===== src/rtl/gpio_dir_pkg.sv =====
package gpio_dir_pkg;
  typedef enum logic [1:0] {
    RA_DATA = 2'd0,
    RA_PIN  = 2'd1,
    RA_DIR  = 2'd2,
    RA_RSV  = 2'd3
  } reg_addr_e;
endpackage


===== src/rtl/gpio_sync.sv =====
module gpio_sync #(
  parameter int WIDTH  = 8,
  parameter int STAGES = 2
) (
  input  logic             clk_i,
  input  logic             rst_ni,
  input  logic [WIDTH-1:0] d_i,
  output logic [WIDTH-1:0] q_o
);
  logic [WIDTH-1:0] stg_q [STAGES];

  always_ff @(posedge clk_i or negedge rst_ni) begin
    if (!rst_ni) stg_q[0] <= '0;
    else         stg_q[0] <= d_i;
  end

  for (genvar s = 1; s < STAGES; s++) begin : g_stg
    always_ff @(posedge clk_i or negedge rst_ni) begin
      if (!rst_ni) stg_q[s] <= '0;
      else         stg_q[s] <= stg_q[s-1];
    end
  end

  assign q_o = stg_q[STAGES-1];
endmodule


===== src/rtl/gpio_pin_resolve.sv =====
module gpio_pin_resolve (
  input  logic lcd_i,
  input  logic oc_en_i,
  input  logic oc_i,
  input  logic dir_i,
  input  logic dat_i,
  output logic oe_o,
  output logic ie_o,
  output logic do_o,
  output logic eff_out_o
);
  // priority: LCD disable > timer force > software direction
  always_comb begin
    if (lcd_i) begin
      oe_o = 1'b0;
      ie_o = 1'b0;
      do_o = 1'b0;
    end else if (oc_en_i) begin
      oe_o = 1'b1;
      ie_o = 1'b1;
      do_o = oc_i;
    end else begin
      oe_o = dir_i;
      ie_o = 1'b1;
      do_o = dat_i;
    end
  end

  assign eff_out_o = oe_o;
endmodule


===== src/rtl/gpio_dir_ovr.sv =====
module gpio_dir_ovr
  import gpio_dir_pkg::*;
#(
  parameter int WIDTH       = 8,
  parameter int LO_BITS     = 4,
  parameter int SYNC_STAGES = 2
) (
  input  logic                       clk_i,
  input  logic                       rst_ni,
  input  logic [1:0]                 addr_i,
  input  logic                       we_i,
  input  logic [WIDTH-1:0]           wdata_i,
  output logic [WIDTH-1:0]           rdata_o,
  input  logic [WIDTH-1:0]           lcd_en_i,
  input  logic [WIDTH-LO_BITS-1:0]   tma_en_i,
  input  logic [WIDTH-LO_BITS-1:0]   tma_oc_i,
  input  logic [LO_BITS-1:0]         tmb_en_i,
  input  logic [LO_BITS-1:0]         tmb_oc_i,
  input  logic [WIDTH-1:0]           pad_in_i,
  output logic [WIDTH-1:0]           pad_oe_o,
  output logic [WIDTH-1:0]           pad_ie_o,
  output logic [WIDTH-1:0]           pad_do_o
);
  localparam int HI_BITS = WIDTH - LO_BITS;

  logic [WIDTH-1:0] dir_q, dat_q, pin_sync, eff_out;
  logic [WIDTH-1:0] oc_en, oc_lvl;

  assign oc_en  = {tma_en_i, tmb_en_i};
  assign oc_lvl = {tma_oc_i, tmb_oc_i};

  always_ff @(posedge clk_i or negedge rst_ni) begin
    if (!rst_ni) begin
      dir_q <= '0;
      dat_q <= '0;
    end else if (we_i) begin
      if (addr_i == RA_DIR)  dir_q <= wdata_i;
      if (addr_i == RA_DATA) dat_q <= wdata_i;
    end
  end

  gpio_sync #(.WIDTH(WIDTH), .STAGES(SYNC_STAGES)) u_sync (
    .clk_i  (clk_i),
    .rst_ni (rst_ni),
    .d_i    (pad_in_i),
    .q_o    (pin_sync)
  );

  for (genvar i = 0; i < WIDTH; i++) begin : g_pin
    gpio_pin_resolve u_res (
      .lcd_i     (lcd_en_i[i]),
      .oc_en_i   (oc_en[i]),
      .oc_i      (oc_lvl[i]),
      .dir_i     (dir_q[i]),
      .dat_i     (dat_q[i]),
      .oe_o      (pad_oe_o[i]),
      .ie_o      (pad_ie_o[i]),
      .do_o      (pad_do_o[i]),
      .eff_out_o (eff_out[i])
    );
  end

  logic [WIDTH-1:0] pin_vis;
  assign pin_vis = pin_sync & pad_ie_o;

  always_comb begin
    unique case (addr_i)
      RA_DATA: rdata_o = (eff_out & dat_q) | (~eff_out & pin_vis);
      RA_PIN:  rdata_o = pin_vis;
      RA_DIR:  rdata_o = dir_q;
      default: rdata_o = '0;
    endcase
  end

  AST_LCD_OFF: assert property (@(posedge clk_i) disable iff (!rst_ni)
    (lcd_en_i & (pad_oe_o | pad_ie_o | pad_do_o)) == '0);
  AST_TMR_FORCE: assert property (@(posedge clk_i) disable iff (!rst_ni)
    (oc_en & ~lcd_en_i & ~pad_oe_o) == '0);
  AST_DIR_WRITE: assert property (@(posedge clk_i) disable iff (!rst_ni)
    (we_i && addr_i == RA_DIR) |=> dir_q == $past(wdata_i));
  AST_RSV_ZERO: assert property (@(posedge clk_i) disable iff (!rst_ni)
    (addr_i == RA_RSV) |-> rdata_o == '0);
  AST_RSV_NOWR: assert property (@(posedge clk_i) disable iff (!rst_ni)
    (we_i && addr_i == RA_RSV) |=> ($stable(dir_q) && $stable(dat_q)));
  AST_HI_NIBBLE: assert property (@(posedge clk_i) disable iff (!rst_ni)
    (lcd_en_i[WIDTH-1] == 1'b0 && tma_en_i[HI_BITS-1]) |->
      pad_do_o[WIDTH-1] == tma_oc_i[HI_BITS-1]);
endmodule


===== config.mk =====
export PLATFORM = sky130hd
export DESIGN_NAME = gpio_dir_ovr
export DESIGN_NICKNAME = d
export VERILOG_FILES = /design/src/rtl/gpio_dir_pkg.sv /design/src/rtl/gpio_sync.sv /design/src/rtl/gpio_pin_resolve.sv /design/src/rtl/gpio_dir_ovr.sv
export SDC_FILE = /design/constraint.sdc
export NUM_CORES = 1
export LEC_CHECK = 0
export CORE_ASPECT_RATIO = 1.75
export CORE_MARGIN = 3
export CORE_UTILIZATION = 43
export CTS_CLUSTER_SIZE = 28
export DETAILED_ROUTE_END_ITERATION = 12
export PLACE_DENSITY = 0.95
export SETUP_SLACK_MARGIN = 0.1
export SYNTH_ARGS = -nofsm -noshare
export SYNTH_HDL_FRONTEND = slang
export SYNTH_HIERARCHICAL = 1
export SYNTH_SLANG_ARGS = --single-unit

===== constraint.sdc =====
create_clock -name clk_i -period 1.7 [get_ports clk_i]
set_input_delay 0.34 -clock clk_i [delete_from_list [all_inputs] [get_ports clk_i]]
set_output_delay 0.34 -clock clk_i [all_outputs]
set_load 0.005 [all_outputs]

==> results.ini <==
[critical_path]
required_ns = 1.36
slowest_stage = dfrtp_1
crit_family = flip-flops
startpoint_type = flip-flop
critPathKind = reg2out
cp_cell_sequence = nor2_1 > nor2_2 > buf_4 > a32oi_1 > o21ai_1 > buf_2
slowest_delay_ns = 0.38
path_max_fanout = 2
cp_num_buf_inv = 2
critPathArrivalTime_ns = 1.33
end_kind = output pin

[clock_network]
cts_tree = built
root_buffer = clkbuf_8
cts_buffer_depth = 2
cts.sinks = 32
worstSkewPairLatency_ns = 0.28
cts_made_buffers = 5
clk_pin_slew_ns = 0.07
h-tree-depth = 2

[power]
p_per_area_nw_per_um2 = 823
total_power_mw = 2.18
p_leak_nw = 1.32
ir_drop_v = 0.000828

[placement]
portBuffers = 76
gp_congestion = 0.771
place_inst = 276
hpwl_um = 3180
preCtsSetupSlack_ns = -0.645
placed_cell_area_sq_um = 2480

[sta]
setup_ws_ns = 0.0328
finalHoldViolCount = 0
final.setup_skew_ns = 0.00823
fin_crit_ns = 1.67
post-route-period-util_pct = 98.1
rsz0062_at_grt = yes
fmax_ghz = 0.600
finalSetupTns_ns = 0
whs_ns = 0.339
timing.final.max_slew_violations = 0
slew_headroom_pct = 73.9
setup_viol = 0
worst_pin_slew_ns = 0.392

[global_routing]
grt_max_degree = 33
antenna_found_initial = 0
grt_pass1_wl_um = 7070
gr-total-overflow = 0
first_global_vias = 1525
groute.usage.overall_pct = 21.8

[synthesis]
synth_area_sq_um = 1570
synth.avg_cell_area_sq_um = 11.0
synth-seq-area-share_pct = 51.0
synth_cells = 143
yosys_warnings = 6
synth_seq_cells = 32
ys_types = 18
syn_nets = 188

[layout]
final_area_sq_um = 2650
area_growth_pct = 68.8
drive_gt1_share_pct = 36.9
post-route-util_pct = 77.2
fin_nets = 296
final_common_cell = buf_4
diodes = 0
layout.cells.non_filler = 297
layout_common_cells = buf_4, dlygate4sd2_1, dfrtp_1

[routing]
vias = 1446
route.detailed.drc = 0
drtAntennaViolNets = 0
wirelength_um = 4300
drt_iter0_drc = 22
viasPerCell = 4.87
dr.pass1.iters = 4
wire_per_inst_um = 14.5

[die]
io_pins = 77
die_h_um = 85.9
core_sq_um = 3430
dieWidth_um = 51.7
start_util_pct = 45.7
fp.dieArea_sq_um = 4440
rows = 28

[run_status]
status = finished clean

[job]
drv_cap = 0

[worst_hold_path]
hold_path_class = reg2reg

[logic make-up (layout without fill, tap and decap cells)]
group / count (synthesis) / in the layout / share of synthesized area, %
buf+inv: 27 / 136 / 10.6
simple gates: 44 / 44 / 14.8
compound gates: 16 / 16 / 7.02
flops: 32 / 32 / 51.0
mux: 24 / 24 / 16.6
[final cells by class]
cell class                 count  area [sq um]
clock buffer                   6          72.6
clock inverter                 2          35.0
fill                         256           785
inverter                       8          30.0
multi-input combinational     84           647
sequential                    32           801
tap                           45          56.3
timing repair buffer         120          1010
[flip-flops by register name, indices dropped and copies added, names as in the netlist]
| name | cells |
|---|---|
| dir_q | 8 |
| u_sync/q_o | 8 |
| dat_q | 8 |
| u_sync/stg_q | 8 |
[routing by layer]
metal / track usage, % / routed length [um]
met4: 10.0 / 85
met5: 0 / 0
met2: 41.4 / 2550
met1: 21.8 / 1460
met3: 4.00 / 202
[Yosys cell counts]
cell / number / area (sq um)
a32oi_1: 8 / 70.1
buf_2: 1 / 5.00
buf_4: 17 / 128
clkbuf_1: 1 / 3.75
dfrtp_1: 32 / 801
inv_1: 8 / 30.0
mux2_1: 3 / 33.8
mux2_2: 13 / 146
mux2i_1: 8 / 80.1
nand2b_1: 8 / 50.1
nand3_1: 8 / 40.0
nand3b_4: 1 / 20.0
nor2_1: 24 / 90.1
nor2_2: 1 / 6.26
nor2b_1: 1 / 6.26
nor3b_4: 1 / 18.8
o21ai_0: 7 / 35.0
o21ai_1: 1 / 5.00
[timing repair]
item / 4_1_cts / 5_1_grt
buffers inserted: 10 / 3
hold buffers: 0 / 0
resized for setup: 99 / 10
pin swaps: 21 / 17
setup endpoints to repair: 32 / 12
gates cloned: 0 / 0
[power by group]
group | internal [mW] | total, mW | switching [mW] | leakage, nW
logic | 0.356 | 0.571 | 0.215 | 0.887
clock network | 0.434 | 0.696 | 0.262 | 0.0552
registers | 0.854 | 0.914 | 0.0599 | 0.376
total | 1.64 | 2.18 | 0.537 | 1.32
[path summary, 6_finish.rpt]
| check | end | startpoint | depth (start not counted) | slack, ns |
|---|---|---|---|---|
| worst max-delay path | rdata_o[5] | dir_q[5] | 6 | 0.03 |
| worst min-delay path | u_sync/q_o[0] | u_sync/stg_q[8] | 0 | 0.34 |
| worst max register to register | dir_q[0] | dir_q[0] | 3 | 0.67 |
| worst min register to register | u_sync/q_o[0] | u_sync/stg_q[8] | 0 | 0.34 |
| max in group asynchronous | dir_q[6] | rst_ni | 2 | 0.96 |
| min in group asynchronous | u_sync/q_o[4] | rst_ni | 2 | 0.45 |
Power figures use the tool's default switching activity.
